==> config.mk <==
export PLATFORM = sky130hd
export DESIGN_NAME = coef_tokenizer
export DESIGN_NICKNAME = d
export VERILOG_FILES = /design/src/rtl/tok_pkg.sv /design/src/rtl/tok_value_map.sv /design/src/rtl/tok_datapath.sv /design/src/rtl/tok_control.sv /design/src/rtl/coef_tokenizer.sv
export SDC_FILE = /design/constraint.sdc
export NUM_CORES = 1
export LEC_CHECK = 0
export BUFFER_PORTS_ARGS = -buffer_cell sky130_fd_sc_hd__buf_4
export CORE_MARGIN = 4
export CORE_UTILIZATION = 45
export CTS_BUF_LIST = sky130_fd_sc_hd__clkbuf_4 sky130_fd_sc_hd__clkbuf_8
export DETAILED_ROUTE_END_ITERATION = 12
export HOLD_SLACK_MARGIN = 0.15
export PLACE_DENSITY = 0.63
export SLEW_MARGIN = 40
export SYNTH_ARGS = -nofsm -noshare
export SYNTH_HDL_FRONTEND = slang
export SYNTH_SLANG_ARGS = --single-unit
export TNS_END_PERCENT = 100
==> constraint.sdc <==
create_clock -name clk -period 4.6 [get_ports clk]
set_input_delay 0.46 -clock clk [delete_from_list [all_inputs] [get_ports clk]]
set_output_delay 0.46 -clock clk [all_outputs]
set_load 0.01 [all_outputs]
==> src/rtl/tok_pkg.sv <==
package tok_pkg;
  localparam int TOK_W     = 5;
  localparam int EXT_W     = 10;
  localparam int LEN_W     = 4;
  localparam int MAG_BITS  = 10;
  localparam int ZRUN_LEN  = 6;

  localparam logic [TOK_W-1:0] TOK_EOB  = 5'd0;
  localparam logic [TOK_W-1:0] TOK_ZRUN = 5'd8;
  localparam logic [TOK_W-1:0] TOK_POS1 = 5'd9;
  localparam logic [TOK_W-1:0] TOK_NEG1 = 5'd10;
  localparam int               TOK_MAG_BASE = 12;

  typedef struct packed {
    logic [TOK_W-1:0] token;
    logic [EXT_W-1:0] extra;
    logic [LEN_W-1:0] extraLen;
    logic             last;
  } tokRec_t;

  typedef enum logic [1:0] {SEL_PEND, SEL_VALUE, SEL_RUN, SEL_EOB} outSel_e;

  typedef struct packed {
    logic             outLoad;
    outSel_e          outSel;
    logic             pendLoad;
    logic             lastTag;
    logic [EXT_W-1:0] runLen;
  } strobes_t;
endpackage

==> src/rtl/tok_value_map.sv <==
module tok_value_map
  import tok_pkg::*;
#(
  parameter int COEF_W = 16
) (
  input  logic [COEF_W-1:0] coef,
  output logic              isZero,
  output logic [TOK_W-1:0]  valToken,
  output logic [EXT_W-1:0]  valExtra,
  output logic [LEN_W-1:0]  valLen
);
  localparam int MAG_LIMIT = (2 ** MAG_BITS) - 1;
  localparam int AW = COEF_W + 1;

  logic          neg;
  logic [AW-1:0] signExt;
  logic [AW-1:0] absVal;
  logic [MAG_BITS-1:0] mag;
  logic [LEN_W-1:0]    bitLen;

  always_comb begin
    neg     = coef[COEF_W-1];
    signExt = {coef[COEF_W-1], coef};
    absVal  = neg ? (~signExt + AW'(1)) : signExt;
    mag     = (absVal > AW'(MAG_LIMIT)) ? MAG_BITS'(MAG_LIMIT) : absVal[MAG_BITS-1:0];
    isZero  = (coef == '0);

    bitLen = '0;
    for (int b = 0; b < MAG_BITS; b++) begin
      if (mag[b]) bitLen = LEN_W'(b + 1);
    end

    valExtra = '0;
    if (isZero) begin
      valToken = TOK_EOB;
      valLen   = '0;
    end else if (mag == MAG_BITS'(1)) begin
      valToken = neg ? TOK_NEG1 : TOK_POS1;
      valLen   = '0;
    end else begin
      valToken = TOK_W'(TOK_MAG_BASE) + TOK_W'(bitLen);
      valLen   = bitLen;
      for (int b = 0; b < MAG_BITS; b++) begin
        if (b + 1 < int'(bitLen))       valExtra[b] = mag[b];
        else if (b + 1 == int'(bitLen)) valExtra[b] = neg;
      end
    end
  end
endmodule

==> src/rtl/tok_datapath.sv <==
module tok_datapath
  import tok_pkg::*;
#(
  parameter int COEF_W = 16
) (
  input  logic              clk,
  input  logic              rstN,
  input  logic [COEF_W-1:0] coef,
  input  strobes_t          st,
  output logic              coefZero,
  output tokRec_t           outRec
);
  logic [TOK_W-1:0] valToken;
  logic [EXT_W-1:0] valExtra;
  logic [LEN_W-1:0] valLen;
  tokRec_t          pendRec;

  tok_value_map #(.COEF_W(COEF_W)) u_map (
    .coef     (coef),
    .isZero   (coefZero),
    .valToken (valToken),
    .valExtra (valExtra),
    .valLen   (valLen)
  );

  always_ff @(posedge clk) begin
    if (!rstN) begin
      pendRec <= '0;
    end else if (st.pendLoad) begin
      pendRec <= '{token: valToken, extra: valExtra, extraLen: valLen, last: st.lastTag};
    end
  end

  always_ff @(posedge clk) begin
    if (!rstN) begin
      outRec <= '0;
    end else if (st.outLoad) begin
      case (st.outSel)
        SEL_PEND:  outRec <= pendRec;
        SEL_VALUE: outRec <= '{token: valToken, extra: valExtra, extraLen: valLen,
                               last: st.lastTag};
        SEL_RUN:   outRec <= '{token: TOK_ZRUN, extra: st.runLen,
                               extraLen: LEN_W'(ZRUN_LEN), last: 1'b0};
        default:   outRec <= '{token: TOK_EOB, extra: '0, extraLen: '0, last: 1'b1};
      endcase
    end
  end
endmodule

==> src/rtl/tok_control.sv <==
module tok_control
  import tok_pkg::*;
#(
  parameter int BLOCK_LEN = 64
) (
  input  logic     clk,
  input  logic     rstN,
  input  logic     inValid,
  input  logic     coefZero,
  input  logic     outReady,
  output logic     inReady,
  output logic     outValid,
  output strobes_t st
);
  localparam int IDX_W = $clog2(BLOCK_LEN);

  logic [IDX_W-1:0] idx;
  logic [IDX_W-1:0] runCnt;
  logic             pendValid;
  logic             outFree;
  logic             accept;
  logic             lastIdx;

  always_comb begin
    outFree = !outValid || outReady;
    inReady = !pendValid && outFree;
    accept  = inValid && inReady;
    lastIdx = (idx == IDX_W'(BLOCK_LEN - 1));

    st = '0;
    if (pendValid && outFree) begin
      st.outLoad = 1'b1;
      st.outSel  = SEL_PEND;
    end else if (accept) begin
      if (coefZero) begin
        if (lastIdx) begin
          st.outLoad = 1'b1;
          st.outSel  = SEL_EOB;
        end
      end else if (runCnt != '0) begin
        st.outLoad  = 1'b1;
        st.outSel   = SEL_RUN;
        st.runLen   = EXT_W'(runCnt);
        st.pendLoad = 1'b1;
        st.lastTag  = lastIdx;
      end else begin
        st.outLoad = 1'b1;
        st.outSel  = SEL_VALUE;
        st.lastTag = lastIdx;
      end
    end
  end

  always_ff @(posedge clk) begin
    if (!rstN) begin
      idx       <= '0;
      runCnt    <= '0;
      outValid  <= 1'b0;
      pendValid <= 1'b0;
    end else begin
      if (st.outLoad)   outValid <= 1'b1;
      else if (outReady) outValid <= 1'b0;

      if (st.pendLoad) pendValid <= 1'b1;
      else if (st.outLoad && st.outSel == SEL_PEND) pendValid <= 1'b0;

      if (accept) begin
        idx    <= lastIdx ? '0 : idx + IDX_W'(1);
        runCnt <= (coefZero && !lastIdx) ? runCnt + IDX_W'(1) : '0;
      end
    end
  end
endmodule

==> src/rtl/coef_tokenizer.sv <==
module coef_tokenizer
  import tok_pkg::*;
#(
  parameter int COEF_W    = 16,
  parameter int BLOCK_LEN = 64
) (
  input  logic              clk,
  input  logic              rstN,
  input  logic              inValid,
  output logic              inReady,
  input  logic [COEF_W-1:0] inCoef,
  output logic              outValid,
  input  logic              outReady,
  output logic [4:0]        outToken,
  output logic [9:0]        outExtra,
  output logic [3:0]        outExtraLen,
  output logic              outLast
);
  strobes_t st;
  logic     coefZero;
  tokRec_t  outRec;

  tok_control #(.BLOCK_LEN(BLOCK_LEN)) u_ctrl (
    .clk      (clk),
    .rstN     (rstN),
    .inValid  (inValid),
    .coefZero (coefZero),
    .outReady (outReady),
    .inReady  (inReady),
    .outValid (outValid),
    .st       (st)
  );

  tok_datapath #(.COEF_W(COEF_W)) u_dp (
    .clk      (clk),
    .rstN     (rstN),
    .coef     (inCoef),
    .st       (st),
    .coefZero (coefZero),
    .outRec   (outRec)
  );

  assign outToken    = outRec.token;
  assign outExtra    = outRec.extra;
  assign outExtraLen = outRec.extraLen;
  assign outLast     = outRec.last;
endmodule

==> summary.json <==
{
  "worst_hold_path": {
    "hold_end": "u_ctrl.pendValid$_SDFFE_PN0P_",
    "min_path_cells": 4,
    "timing.hold.worst.class": "in2reg",
    "timing.hold.worst.start": "outReady"
  },
  "floorplan": {
    "chipWidth_um": 95.30,
    "die-area_mm2": 0.009082,
    "floorplan.core_area_mm2": 0.007331,
    "io_pins": 42,
    "initial_utilization": 0.4678,
    "die_height_um": 95.30,
    "rows": 31
  },
  "global_route": {
    "global_route_usage_over_all_layers": 0.2164,
    "globalRouteOverflowTotal": 0,
    "grt_pass1_vias": 3131,
    "grt_max_degree": 51,
    "met3_layer_usage_reported_by_global_route": 0.02526,
    "first_pass_grt_wire_length_mm": 15.60,
    "grt_most_used_layer": "met2",
    "gr-usage-met1": 0.2856,
    "groute.layer.met2.usage": 0.3650,
    "antenna_violations_before_repair": 0
  },
  "worst_setup_path": {
    "crit_fanout": 8,
    "crit_buf_inv": 4,
    "worst-r2r-setup-slack_ns": 1.99,
    "cp_data_required_time_ns": 4.85,
    "critical_path.max_stage_delay_ns": 0.53,
    "category_of_the_worst_setup_path_launch_point": "input port",
    "rr_worst_depth": 8,
    "cpMaxStageDelayCell": "sky130_fd_sc_hd__or3b_2",
    "end_of_the_worst_register_to_register_path": "u_dp.pendRec[6]$_SDFFE_PN0P_",
    "critical-path-top-delay-family": "simple AND/OR/NAND/NOR gates",
    "cp_cell_sequence": "buf_4 -> inv_1 -> ha_1 -> or3b_2 -> o31a_1 -> nor3_1 -> mux2i_1 -> nor2_1 -> buf_4 -> o21ai_0 -> inv_1 -> ha_1 -> nand4b_1 -> o311ai_0 -> nand2_1 -> a21oi_1",
    "setup.worst_path.end_class": "flip-flop",
    "r2r_start": "u_ctrl.outValid$_SDFFE_PN0P_",
    "cp.arrival_ns": 4.06,
    "path_class": "in2reg",
    "critical_path_depth": 16
  },
  "pwr": {
    "powerDensity_mw_per_mm2": 260.1,
    "clkPwrFrac": 0.275,
    "pwr-share-comb": 0.222,
    "power.ir.vdd_worst_v": 0.0001081,
    "proportion_of_power_drawn_by_flip_flops_and_latches": 0.503,
    "total_switching_power_uw": 308.9,
    "internal_power_uw": 702.6,
    "swShare": 0.3053,
    "power.static_leakage_uw": 0.001486
  },
  "placed_design": {
    "dpl_worst_slack_ns": 0.5148,
    "hpwlAfterDp_mm": 7.022,
    "dp_cells": 555,
    "gp_congestion": 0.8805,
    "portBuffers": 41
  },
  "status": {
    "outcome": "finished clean"
  },
  "logic_synthesis": {
    "synth-main-ff-cell": "sky130_fd_sc_hd__dfxtp_1",
    "synthTopCellsByCount": "sky130_fd_sc_hd__nand2_1, sky130_fd_sc_hd__dfxtp_1, sky130_fd_sc_hd__o21ai_0",
    "asyncSetResetFlopFracSynth": 0,
    "synth.most_common_cell": "sky130_fd_sc_hd__nand2_1",
    "synth_largest_type_area_fraction": 0.3152,
    "synth.net_count": 464,
    "yosys_reg_bits": 54,
    "synth.cell_area_mm2": 0.003430,
    "synth_cells": 436,
    "synthTopCellsByArea": "sky130_fd_sc_hd__dfxtp_1, sky130_fd_sc_hd__nand2_1, sky130_fd_sc_hd__o21ai_0",
    "synth.largest_area_cell": "sky130_fd_sc_hd__dfxtp_1",
    "synth.yosys.warnings": 0,
    "library_cells_used_by_synthesis": 67,
    "postSynthAreaPerCell_um2": 7.866,
    "register_area_share_after_synthesis": 0.3152,
    "post_synth_edffs": 0
  },
  "cells_and_area": {
    "number_of_diodes_added_for_antenna_fixing": 0,
    "synthToLayoutAreaGrowth_pct": 13.39,
    "fillers": 707,
    "layout.nets": 491,
    "post_layout_nonfiller_instances": 563,
    "post_route_cells_drive_above_1_share": 0.1509
  },
  "timing": {
    "fin_hold_ws_ns": 0.4352,
    "final_setup_viols": 0,
    "setup_ws_ns": 0.7848,
    "slew_headroom": 0.5095,
    "final_min_period_over_clock_period": 0.8294,
    "fin_skew_ns": 0.004637,
    "setup-tns-final_ns": 0,
    "max_freq_mhz": 262.1,
    "min_period_ns": 3.815,
    "finalMaxSlewViolations": 0,
    "worstMarginPinSlew_ns": 0.7340,
    "hold_viol": 0,
    "setup_repair_after_global_routing_missed_its_margin": "false"
  },
  "clocking": {
    "postCtsSetupRepairBufs": 0,
    "htreeDepth": 2,
    "clkLatencyLatePin_ns": 0.31,
    "clk_pin_slew_ns": 0.10,
    "tritoncts": "yes",
    "clk_root_buffer_cell": "sky130_fd_sc_hd__clkbuf_8",
    "post_cts_resize_count": 0,
    "buffer_depth_of_the_longest_clock_path": 2,
    "clock_sinks": 54,
    "cts_buffers": 5,
    "post_cts_hold_buffer_count": 0
  },
  "drt": {
    "drc": 0,
    "initialDrtViolationCount": 194,
    "drt-pass1-iter-count": 6,
    "num_vias": 3434,
    "wirelength_mm": 9.479,
    "route.detailed.vias_per_inst": 6.099,
    "antenna_violating_nets_post_route": 0,
    "wire_per_inst_um": 16.84
  },
  "flow_run": {
    "maxCapViolations": 0
  }
}
-- final cells by class --
| cell class | instances | area, um^2 | area share |
|---|---|---|---|
| sequential | 54 | 1081 | 0.2780 |
| multi-input combinational | 342 | 2183 | 0.5615 |
| clock inverter | 2 | 12.51 | 0.003218 |
| clock buffer | 6 | 82.58 | 0.02124 |
| tap | 99 | 123.9 | 0.03185 |
| timing repair buffer | 48 | 360.3 | 0.09266 |
| inverter | 12 | 45.04 | 0.01158 |
-- how the worst max path moves through the flow --
stage               from  slack [ns]                            to
3_3_place_gp   inCoef[0]        0.65   u_dp.outRec[5]$_SDFFE_PN0P_
5_1_grt        inCoef[0]        0.37  u_dp.outRec[11]$_SDFFE_PN0P_
4_1_cts        inCoef[0]        0.85   u_dp.outRec[5]$_SDFFE_PN0P_
3_5_place_dp   inCoef[0]        0.51  u_dp.outRec[11]$_SDFFE_PN0P_
2_1_floorplan  inCoef[0]        0.59   u_dp.outRec[5]$_SDFFE_PN0P_
6_report       inCoef[0]        0.78  u_dp.outRec[11]$_SDFFE_PN0P_
-- per-stage QoR --
step	instance area [um^2]	util	total power [uW]
global route	3889	0.5305	1064
detailed placement	3785	0.5163	740.8
CTS	3880	0.5293	1013
floorplan	3430	-	658.0
finish	3889	0.5305	1011
global placement	3785	0.5163	740.0
-- flip-flops by register name, summed over array words and instances (netlist names) --
name              cells
u_ctrl.idx            6
u_ctrl.outValid       1
u_ctrl.pendValid      1
u_ctrl.runCnt         6
u_dp.outRec          20
u_dp.pendRec         20
-- layer usage --
layer	up-vias	part of all wire	wire length, um
li1	1681	-	-
met1	1630	0.45	4294
met2	110	0.48	4579
met3	13	0.047	442
met4	0	0.017	163
met5	-	0	0
-- kinds of logic (layout without fill, tap and decap cells) --
logic type | count (synthesis) | after routing | synth area share
muxes | 3 | 3 | 0.008756
DFF | 54 | 54 | 0.3152
and+or+nand+nor | 166 | 166 | 0.2514
buffers and inverters | 40 | 68 | 0.05071
adders and majority gates | 8 | 8 | 0.02919
AOI/OAI and AO/OA | 151 | 151 | 0.3090
xor gates and xnor gates | 14 | 14 | 0.03575
-- power by group through the flow --
stage / registers [uW] / logic, uW / clock network, uW
global placement: 518 / 222 / 0
detailed placement: 519 / 222 / 0
finish: 508 / 224 / 279
CTS: 508 / 223 / 283
floorplan: 523 / 135 / 0
global route: 512 / 249 / 302
-- worst reg2reg max path: stages, from the launching register on --
cell and delay [ns]:
sky130_fd_sc_hd__dfxtp_1 0.33, sky130_fd_sc_hd__nor2b_1 0.14, sky130_fd_sc_hd__nor2_1 0.16, sky130_fd_sc_hd__and2_1 0.41
sky130_fd_sc_hd__nand2_1 0.18, sky130_fd_sc_hd__nor2_2 0.47, sky130_fd_sc_hd__nand2_1 0.23, sky130_fd_sc_hd__nor3b_1 0.44
sky130_fd_sc_hd__a32o_1 0.19
-- cell usage in the layout, fill, tap and decap left out, types with 11 or more instances in the layout --
cell type / instances
sky130_fd_sc_hd__and2_1: 11
sky130_fd_sc_hd__dfxtp_1: 54
sky130_fd_sc_hd__nor2_1: 26
sky130_fd_sc_hd__nand2_1: 55
sky130_fd_sc_hd__o21ai_0: 36
sky130_fd_sc_hd__inv_1: 12
sky130_fd_sc_hd__buf_4: 48
sky130_fd_sc_hd__nand4_1: 13
sky130_fd_sc_hd__a21boi_0: 11
sky130_fd_sc_hd__a21oi_1: 20
(Power assumes the default switching activity.)
